**src/rtl/tmr_chan_pkg.sv**
```systemverilog
`timescale 1ns/1ps
// Shared types for the timer channel: the decoded channel function and
// the decode from the raw select fields.
package tmr_chan_pkg;

    typedef enum logic [2:0] {
        FN_IDLE,
        FN_CAPT,
        FN_OCMP,
        FN_EPWM,
        FN_CPWM
    } chan_fn_e;

    // Map timer-wide center select and channel fields to one function.
    function automatic chan_fn_e decode_fn(input logic center,
                                           input logic [1:0] md,
                                           input logic [1:0] el);
        if (el == 2'b00) return FN_IDLE;
        if (center)      return FN_CPWM;
        if (md[1])       return FN_EPWM;
        if (md[0])       return FN_OCMP;
        return FN_CAPT;
    endfunction

endpackage

```
**src/rtl/tmr_chan_insync.sv**
```systemverilog
`timescale 1ns/1ps
// Pin synchronizer and edge detector.
// Assumes din is asynchronous; SYNC_STAGES must be at least 2.
// rise/fall are one-cycle pulses taken after the last sync stage.
module tmr_chan_insync #(
    parameter int SYNC_STAGES = 2
) (
    input  logic clk,
    input  logic rst_n,
    input  logic din,
    output logic rise,
    output logic fall
);
    localparam int TOP = SYNC_STAGES - 1;

    logic [TOP:0] chain_q;
    logic         last_q;

    // Shift the pin level through the synchronizer and remember the last level.
    always_ff @(posedge clk) begin
        if (!rst_n) begin
            chain_q <= '0;
            last_q  <= 1'b0;
        end else begin
            chain_q <= {chain_q[TOP-1:0], din};
            last_q  <= chain_q[TOP];
        end
    end

    // Compare synchronized level against its previous value.
    always_comb begin
        rise = chain_q[TOP] & ~last_q;
        fall = ~chain_q[TOP] & last_q;
    end

endmodule

```
**src/rtl/tmr_chan_cmp.sv**
```systemverilog
`timescale 1ns/1ps
// Count comparator. Raises hit only in the first cycle where the count
// equals the reference, so a count held still yields one event.
module tmr_chan_cmp #(
    parameter int VAL_W = 16
) (
    input  logic             clk,
    input  logic             rst_n,
    input  logic [VAL_W-1:0] cnt,
    input  logic [VAL_W-1:0] ref_val,
    output logic             hit
);
    logic eq;
    logic eq_q;

    // Equality of count and reference this cycle.
    always_comb eq = (cnt == ref_val);

    // Remember last cycle's equality for entry detection.
    always_ff @(posedge clk) begin
        if (!rst_n) eq_q <= 1'b0;
        else        eq_q <= eq;
    end

    // Event on entry into equality.
    always_comb hit = eq & ~eq_q;

endmodule

```
**src/rtl/tmr_chan_valreg.sv**
```systemverilog
`timescale 1ns/1ps
// Channel value register with byte access.
// Writes: high byte staged, full value loaded on low-byte write.
// Reads in capture mode: first byte read freezes a snapshot until the
// other byte is read. A capture takes priority over a low-byte write.
module tmr_chan_valreg #(
    parameter int BYTE_W = 8
) (
    input  logic                  clk,
    input  logic                  rst_n,
    input  logic                  capt_mode,
    input  logic                  cap_hit,
    input  logic [2*BYTE_W-1:0]   cap_data,
    input  logic                  wr_hi,
    input  logic                  wr_lo,
    input  logic [BYTE_W-1:0]     wr_data,
    input  logic                  rd_hi,
    input  logic                  rd_lo,
    output logic [2*BYTE_W-1:0]   val_q,
    output logic [BYTE_W-1:0]     rd_data
);
    localparam int VAL_W = 2 * BYTE_W;

    logic [BYTE_W-1:0] hi_stage_q;
    logic [VAL_W-1:0]  snap_q;
    logic              lock_q;
    logic              want_lo_q;
    logic [VAL_W-1:0]  rd_src;
    logic              rd_any;
    logic              rd_other;

    // Stage high byte on its write.
    always_ff @(posedge clk) begin
        if (!rst_n)     hi_stage_q <= '0;
        else if (wr_hi) hi_stage_q <= wr_data;
    end

    // Load the value from a capture or a completed byte pair.
    always_ff @(posedge clk) begin
        if (!rst_n)       val_q <= '0;
        else if (cap_hit) val_q <= cap_data;
        else if (wr_lo)   val_q <= {hi_stage_q, wr_data};
    end

    // Decode read strobes against the pending half.
    always_comb begin
        rd_any   = rd_hi | rd_lo;
        rd_other = want_lo_q ? rd_lo : rd_hi;
    end

    // Snapshot lock for coherent reads in capture mode.
    always_ff @(posedge clk) begin
        if (!rst_n || !capt_mode) begin
            lock_q    <= 1'b0;
            want_lo_q <= 1'b0;
            snap_q    <= '0;
        end else if (rd_any) begin
            if (!lock_q) begin
                lock_q    <= 1'b1;
                want_lo_q <= rd_hi;
                snap_q    <= val_q;
            end else if (rd_other) begin
                lock_q <= 1'b0;
            end
        end
    end

    // Select the byte that is returned.
    always_comb begin
        rd_src  = (capt_mode && lock_q) ? snap_q : val_q;
        rd_data = rd_hi ? rd_src[VAL_W-1:BYTE_W] : rd_src[BYTE_W-1:0];
    end

endmodule

```
**src/rtl/tmr_chan_pinctl.sv**
```systemverilog
`timescale 1ns/1ps
// Pin action unit. Applies compare actions and PWM set/clear rules to a
// registered pin level. Idle and capture functions park the pin at 0.
// hit must already be qualified to compare-type functions.
module tmr_chan_pinctl
    import tmr_chan_pkg::*;
(
    input  logic     clk,
    input  logic     rst_n,
    input  chan_fn_e fn,
    input  logic [1:0] el,
    input  logic     hit,
    input  logic     cnt_down,
    input  logic     cnt_wrap,
    output logic     pin_q
);
    logic low_true;

    // PWM polarity from the low edge/level bit.
    always_comb low_true = el[0];

    // Update the pin level per function.
    always_ff @(posedge clk) begin
        if (!rst_n) begin
            pin_q <= 1'b0;
        end else begin
            unique case (fn)
                FN_OCMP: begin
                    if (hit) begin
                        case (el)
                            2'b01:   pin_q <= ~pin_q;
                            2'b10:   pin_q <= 1'b0;
                            2'b11:   pin_q <= 1'b1;
                            default: pin_q <= pin_q;
                        endcase
                    end
                end
                FN_EPWM: begin
                    if (hit)           pin_q <= low_true;
                    else if (cnt_wrap) pin_q <= ~low_true;
                end
                FN_CPWM: begin
                    if (hit) pin_q <= cnt_down ? ~low_true : low_true;
                end
                default: pin_q <= 1'b0;
            endcase
        end
    end

endmodule

```
**src/rtl/tmr_chan.sv**
```systemverilog
`timescale 1ns/1ps
// Timer capture/compare/PWM channel, top level.
// Assumes cnt_val, cnt_down and cnt_wrap come from a counter in this
// clock domain; pin_in may be asynchronous.
module tmr_chan
    import tmr_chan_pkg::*;
#(
    parameter int BYTE_W      = 8,
    parameter int SYNC_STAGES = 2
) (
    input  logic                clk,
    input  logic                rst_n,
    input  logic [2*BYTE_W-1:0] cnt_val,
    input  logic                cnt_down,
    input  logic                cnt_wrap,
    input  logic                ctr_mode,
    input  logic [1:0]          ch_mode,
    input  logic [1:0]          ch_edge,
    input  logic                pin_in,
    output logic                pin_out,
    output logic                pin_oe,
    input  logic                flag_clr,
    output logic                flag_out,
    input  logic                rd_hi,
    input  logic                rd_lo,
    input  logic                wr_hi,
    input  logic                wr_lo,
    input  logic [BYTE_W-1:0]   wr_data,
    output logic [BYTE_W-1:0]   rd_data
);
    localparam int VAL_W = 2 * BYTE_W;

    chan_fn_e         fn;
    logic             capt_mode;
    logic             cmp_mode;
    logic             pin_rise;
    logic             pin_fall;
    logic             cap_hit;
    logic             raw_hit;
    logic             cmp_hit;
    logic [VAL_W-1:0] val_cur;
    logic             flag_q;

    // Decode function and qualify events.
    always_comb begin
        fn        = decode_fn(ctr_mode, ch_mode, ch_edge);
        capt_mode = (fn == FN_CAPT);
        cmp_mode  = (fn == FN_OCMP) || (fn == FN_EPWM) || (fn == FN_CPWM);
        cap_hit   = capt_mode & ((ch_edge[0] & pin_rise) | (ch_edge[1] & pin_fall));
        cmp_hit   = cmp_mode & raw_hit;
        pin_oe    = cmp_mode;
    end

    tmr_chan_insync #(.SYNC_STAGES(SYNC_STAGES)) u_sync (
        .clk   (clk),
        .rst_n (rst_n),
        .din   (pin_in),
        .rise  (pin_rise),
        .fall  (pin_fall)
    );

    tmr_chan_cmp #(.VAL_W(VAL_W)) u_cmp (
        .clk     (clk),
        .rst_n   (rst_n),
        .cnt     (cnt_val),
        .ref_val (val_cur),
        .hit     (raw_hit)
    );

    tmr_chan_valreg #(.BYTE_W(BYTE_W)) u_val (
        .clk       (clk),
        .rst_n     (rst_n),
        .capt_mode (capt_mode),
        .cap_hit   (cap_hit),
        .cap_data  (cnt_val),
        .wr_hi     (wr_hi),
        .wr_lo     (wr_lo),
        .wr_data   (wr_data),
        .rd_hi     (rd_hi),
        .rd_lo     (rd_lo),
        .val_q     (val_cur),
        .rd_data   (rd_data)
    );

    tmr_chan_pinctl u_pin (
        .clk      (clk),
        .rst_n    (rst_n),
        .fn       (fn),
        .el       (ch_edge),
        .hit      (cmp_hit),
        .cnt_down (cnt_down),
        .cnt_wrap (cnt_wrap),
        .pin_q    (pin_out)
    );

    // Sticky event flag; a new event beats the clear strobe.
    always_ff @(posedge clk) begin
        if (!rst_n)                flag_q <= 1'b0;
        else if (cap_hit | cmp_hit) flag_q <= 1'b1;
        else if (flag_clr)         flag_q <= 1'b0;
    end

    always_comb flag_out = flag_q;

endmodule

```
**config.mk**
```make
export PLATFORM = sky130hd
export DESIGN_NAME = tmr_chan
export DESIGN_NICKNAME = d
export VERILOG_FILES = /design/src/rtl/tmr_chan_pkg.sv /design/src/rtl/tmr_chan_insync.sv /design/src/rtl/tmr_chan_cmp.sv /design/src/rtl/tmr_chan_valreg.sv /design/src/rtl/tmr_chan_pinctl.sv /design/src/rtl/tmr_chan.sv
export SDC_FILE = /design/constraint.sdc
export NUM_CORES = 1
export LEC_CHECK = 0
export BUFFER_PORTS_ARGS = -buffer_cell sky130_fd_sc_hd__buf_4
export CORE_AREA = 2 2 53 93
export CTS_CLUSTER_DIAMETER = 150
export DETAILED_ROUTE_END_ITERATION = 16
export DIE_AREA = 0 0 55 95
export PLACE_DENSITY = 0.88
export SYNTH_ARGS = -nofsm -noshare
export SYNTH_HDL_FRONTEND = slang
export SYNTH_SLANG_ARGS = --single-unit
```
**constraint.sdc**
```tcl
create_clock -name clk -period 1.5 [get_ports clk]
set_input_delay 0.225 -clock clk [delete_from_list [all_inputs] [get_ports clk]]
set_output_delay 0.225 -clock clk [all_outputs]
set_load 0.05 [all_outputs]
```
==> results of run 1 <==
-- synth_stat cells --
cell type,number,area (um2)
xnor2_1,16,140.1
nand4b_1,1,8.760
mux4_2,8,180.2
dfxtp_1,48,960.9
o211a_1,16,160.2
nand4_1,5,31.28
nand3b_1,2,15.01
nand2_4,1,11.26
clkbuf_1,9,33.78
mux2i_1,27,270.3
nor2_1,7,26.28
nor3_2,1,10.01
inv_1,2,7.510
and2_1,4,25.02
nor4_1,1,6.260
a21oi_1,20,100.1
o2bb2ai_1,2,17.52
nor2b_4,1,13.76
nand2_1,54,202.7
nand2b_1,4,25.02
or2_2,1,6.260
nor2b_1,8,50.05
o21ai_0,3,15.01
buf_2,6,30.03
-- registers in the layout, summed over array words and instances (netlist names) --
register and cells:
flag_out 1, u_cmp.eq_q 1, u_val.val_q 16, u_val.hi_stage_q 8, u_pin.pin_q 1, u_val.lock_q 1
u_sync.chain_q 2, u_val.want_lo_q 1, u_val.snap_q 16, u_sync.last_q 1
-- cell families (layout without fill, tap and decap cells) --
logic type             after synthesis  count (layout)  synth area share
AND/OR/NAND/NOR                     90              90            0.1839
flip-flops                          48              48            0.4094
AO/OA/AOI/OAI                       41              41            0.1247
multiplexers                        35              35            0.1919
buffers and inverters               17              81           0.03038
XOR/XNOR                            16              16           0.05970
-- stage by stage --
step                      hold WS, ns  TNS (ns)
final                          0.1473    -1.880
after global routing           0.1525    -2.311
after CTS                      0.1471    -1.856
after detailed placement       0.4268    -2.181
after global placement         0.4223    -1.988
after floorplan                0.3523   -0.1425
-- path summary, 6_finish.rpt --
path                          start           endpoint  slack, ns  cells past startpoint
hold reg to reg   u_sync.chain_q[0]  u_sync.chain_q[1]       0.44                      1
setup / recovery         ch_mode[1]         rd_data[2]      -0.27                      6
setup reg to reg     u_val.val_q[8]        u_pin.pin_q       0.10                      5
hold / removal               pin_in  u_sync.chain_q[0]       0.15                      2
-- layout make-up --
class | count | area, um2 | area share
clock buffers | 5 | 68.82 | 0.02244
clock inverters | 2 | 12.51 | 0.004080
flip-flops and latches | 48 | 964.7 | 0.3146
multi-input cells | 182 | 1339 | 0.4366
well taps | 52 | 65.06 | 0.02122
repair buffers | 72 | 609.3 | 0.1987
inverters | 2 | 7.507 | 0.002448
-- what timing repair did --
| action | CTS | global route |
|---|---|---|
| setup buffers | 1 | 1 |
| gates resized for setup | 17 | 3 |
| pin swaps | 2 | 1 |
| endpoints found under the setup margin | 8 | 10 |
-- report_power, final --
group	switching, W	internal (W)	total (W)
clock network	0.000424	0.000316	0.000741
registers	0.0000329	0.00132	0.00135
logic	0.000260	0.000262	0.000522
total	0.000717	0.00190	0.00261
-- critical path, cell delays in order --
cell and delay (ns):
buf_8 0.10, nor3_4 0.18, nor2b_4 0.27, nand2_8 0.12, mux4_2 0.48, buf_8 0.17
-- metal layers --
metal / global-route usage / vias to the layer above / part of all wire
met2: 0.4276 / 64 / 0.56
met4: 0.09959 / 0 / 0.019
li1: - / 984 / -
met5: 0 / - / 0
met3: 0.04430 / 11 / 0.047
met1: 0.2518 / 1002 / 0.37
==> reports/metrics.yaml, run 1 <==
num_io_pins: 50
cts-buffers-inserted: 5
mostFrequentLayoutCells: "60 x buf_4, 54 x nand2_1, 45 x dfxtp_1"
starting_density: 0.5168
violations_in_the_final_reports: "setup timing"
dpl.hpwl_um: 4347
netlist_instances: 247
setup.worst_path.class: "input port to primary output"
final_antenna_net_count: 0
globalRouteTotalUtil: 0.2362
cts_max_level: 2
layout.cells.most_common: "buf_4"
run_status: "finished, violations left"
detail_route.iter0.violations: 48
min_period_over_period: 1.183
buffer_ports.inserted: 49
fin_nets: 350
report.final.hold_viol_count: 0
p_total_w: 0.002612
hold_buffers: 0
die_x_um: 55
yosysWarningCount: 0
dp_cells: 354
layout-drive-gt1-share: 0.3087
hp-class: "input port to flop"
cts.path.max_buffers: 2
timing.critical_path.to_type: "primary output"
grt_pass1_wl_um: 8956
synthDistinctLibCells: 24
max-vdd-ir-drop_v: 0.0008133
max_freq_ghz: 0.5637
globalRoute.totalOverflow: 0
full_die_area_mm2: 0.005225
clkSinkCount: 48
dieHeight_um: 95
grt_antenna_before_repair: 0
worstMarginPinSlew_ns: 0.3144
fin_skew_ns: 0.006766
clk_transition_reported_paths_ns: 0.08
synthToLayoutAreaGrowth_pct: 30.65
placement_rows: 33
place_congestion: 0.8712
rsz0062_at_grt: "true"
finish.cell_count_without_fillers: 363
grt_max_degree: 34
leakagePower_nw: 1.426
detailedPlace.worstSlack_ns: -0.3105
num_antenna_cells: 0
cts.root.buffer_cell: "clkbuf_8"
design_area_mm2: 0.003067
maxSlewViolCount: 0
number_of_setup_violations_in_the_final_report: 8
clk_latency_ns: 0.30
max-cap-violations: 0
worst_slew_margin_rel: 0.7904
drc: 0
critPathLaunchType: "input port"
synth_sequential_area_ratio: 0.4094
critical_path_arrival_ns: 1.55
mappedNetlistNets: 286
firstDrtPassIters: 5
wl_per_cell_um: 16.03
yosys_register_bits: 48
p_per_area_mw_per_mm2: 851.8
via_per_inst: 5.678
detailed_place.area_mm2: 0.002895
syn-mean-instance-area_um2: 9.503
data_required_time_of_the_critical_path_ns: 1.27
first_global_vias: 1999
netlist_area_mm2: 0.002347
postLayoutCoreUtil: 0.6752
final.setup.worst_slack_ns: -0.2739
nFillCells: 339
tritoncts_clock_tree: "built"
min_period_ns: 1.774
worst-path-max-fanout: 8
wl_um: 5818
via_count: 2061
core_area_mm2: 0.004542
Power figures use the tool's default switching activity.
==> run 2, diff against run 1 <==
CORE_AREA = 2 2 62 79   (was 2 2 53 93)
DIE_AREA = 0 0 64 81   (was 0 0 55 95)
PLACE_DENSITY = 0.89   (was 0.88)
==> run 2 against run 1 <==
The flow still finishes with violations (setup timing). Critical endpoint is now rd_data[0]. Worst setup slack better by 0.026 ns. Via count up 1.7%. Cell count up 2.5%. Highest routed layer unchanged. Non-clock buffer count unchanged. Largest power group unchanged.
==> reports/metrics.yaml, run 2 (same netlist as run 1, synthesis figures left out) <==
run_status: "finished, violations left"
violations_in_the_final_reports: "setup timing"
tritoncts_clock_tree: "built"
globalRoute.totalOverflow: 0  # unchanged
first_global_vias: 2161  # +8.1%
maxSlewViolCount: 0  # unchanged
max-vdd-ir-drop_v: 0.0008738  # +7.4%
num_io_pins: 50  # unchanged
clk_transition_reported_paths_ns: 0.08  # about the same
hold_buffers: 0  # unchanged
worst-path-max-fanout: 8  # unchanged
detail_route.iter0.violations: 97  # +100%
groute.layer.met1.usage: 0.2454  # -0.006403
data_required_time_of_the_critical_path_ns: 1.27  # about the same
clk_latency_ns: 0.30  # about the same
dpl.hpwl_um: 4225  # -2.8%
buffer_ports.inserted: 49  # unchanged
firstDrtPassIters: 4  # -1
worst_slew_margin_rel: 0.2755  # -0.5149
min_to: "u_sync.chain_q[0]"
detailedPlace.worstSlack_ns: -0.2634  # +0.04706 ns
placement_rows: 28  # -15%
rsz0062_at_grt: "true"
full_die_area_mm2: 0.005184  # -0.78%
leakagePower_nw: 1.447  # +1.5%
min_period_over_period: 1.165  # -0.01715
worstHoldPathCells: 2  # unchanged
layout.cells.most_common: "buf_4"
place_congestion: 0.8191  # -6.0%
min_period_ns: 1.748  # -0.02572 ns
fin_nets: 350  # unchanged
dieHeight_um: 81  # -15%
fin_skew_ns: 0.005614  # -0.001152 ns
nFillCells: 352  # +3.8%
grt_max_degree: 34  # unchanged
via_count: 2096  # +1.7%
report.final.hold_viol_count: 0  # unchanged
met2_usage: 0.4615  # +0.03388
timing.critical_path.to_type: "primary output"
hp-class: "input port to flop"
timing.hold.ws_ns: 0.1245  # -0.02281 ns
worstMarginPinSlew_ns: 1.083  # +0.7683 ns
grt_antenna_before_repair: 0  # unchanged
wl_um: 5991  # +3.0%
core_area_mm2: 0.004519  # -0.50%
grt_pass1_wl_um: 9687  # +8.2%
r2r.worst_path.cells: 3  # -2
final.setup.worst_slack_ns: -0.2482  # +0.02572 ns
layout-drive-gt1-share: 0.3109  # +0.002216
num_antenna_cells: 0  # unchanged
cts.root.buffer_cell: "clkbuf_8"
mostFrequentLayoutCells: "61 x buf_4, 54 x nand2_1, 45 x dfxtp_1"
p_per_area_mw_per_mm2: 924.9  # +8.6%
final.setup.tns_ns: -2.517  # -0.6368 ns
setup.worst_path.class: "input port to primary output"
die_x_um: 64  # +16%
p_total_w: 0.002877  # +10%
crit-reg2reg-launch: "u_val.lock_q"
critPathLaunchType: "input port"
r2r_slack_ns: -0.13  # -0.23 ns
largest_registers: "u_val.snap_q x16, u_val.val_q x16, u_val.hi_stage_q x8"
number_of_setup_violations_in_the_final_report: 24  # +16
final_antenna_net_count: 0  # unchanged
crit_reg_reg_endpoint: "u_val.snap_q[5]"
grt-busiest-layer: "met2"
cts-buffers-inserted: 5  # unchanged
cts_max_level: 2  # unchanged
met3_usage: 0.05125  # +0.006943
globalRouteTotalUtil: 0.2444  # +0.008244
finish.cell_count_without_fillers: 372  # +2.5%
max-cap-violations: 0  # unchanged
drc: 0  # unchanged
hp-start: "pin_in"
via_per_inst: 5.634  # -0.76%
clkSinkCount: 48  # unchanged
critical_path_arrival_ns: 1.52  # -0.03 ns
wl_per_cell_um: 16.10  # +0.48%
synthToLayoutAreaGrowth_pct: 32.52
dp_cells: 361  # +2.0%
starting_density: 0.5194  # +0.002575
cts.path.max_buffers: 2  # unchanged
max_freq_ghz: 0.5720  # +1.5%
==> run 2: what timing repair did <==
action                                 in CTS  in global routing
pin swaps                                   2                  3
endpoints found under the hold margin       0                  0
setup buffers                               1                  2
gates resized for setup                    13                  4
setup endpoints to repair                  23                 27
==> run 2: metrics by stage <==
stage	area [um2]	util
finish	3110	0.6883
global route	3110	0.6883
CTS	3083	0.6822
detailed placement	2898	0.6412
global placement	2898	0.6412
floorplan	2356	-
==> run 2: worst max-delay path: stages <==
cell and delay (ns):
buf_8 0.10, nor3_4 0.18, nor2b_4 0.25, nand2_8 0.11, mux4_2 0.48, buf_8 0.17
==> run 2: where the power goes <==
| group | leakage (nW) | switching, W | internal [W] |
|---|---|---|---|
| logic | 0.990 | 0.000256 | 0.000255 |
| clock network | 0.0645 | 0.000425 | 0.000588 |
| registers | 0.393 | 0.0000366 | 0.00132 |
| total | 1.45 | 0.000717 | 0.00216 |
==> run 2: area by class of cell <==
type	count	area, um2	area share
multi-input cells	182	1339	0.4304
clock inverters	1	30.03	0.009654
flip-flops and latches	48	964.7	0.3101
clock buffers	7	96.34	0.03097
well taps	60	75.07	0.02414
inverters	2	7.507	0.002414
repair buffers	72	598.1	0.1923
==> run 2: how the worst max path moves through the flow <==
stage,startpoint,to,slack (ns)
after floorplan,ctr_mode,rd_data[0],-0.02
after global placement,ctr_mode,rd_data[1],-0.24
after detailed placement,ctr_mode,rd_data[0],-0.26
after CTS,u_val.lock_q,rd_data[0],-0.25
after global routing,ch_mode[0],rd_data[0],-0.31
final,ch_mode[0],rd_data[0],-0.25
==> run 2: per-layer routing <==
metal  share of wire  wire, um
met1            0.37      2195
met2            0.54      3209
met3           0.052       314
met4           0.045       271
met5               0         0
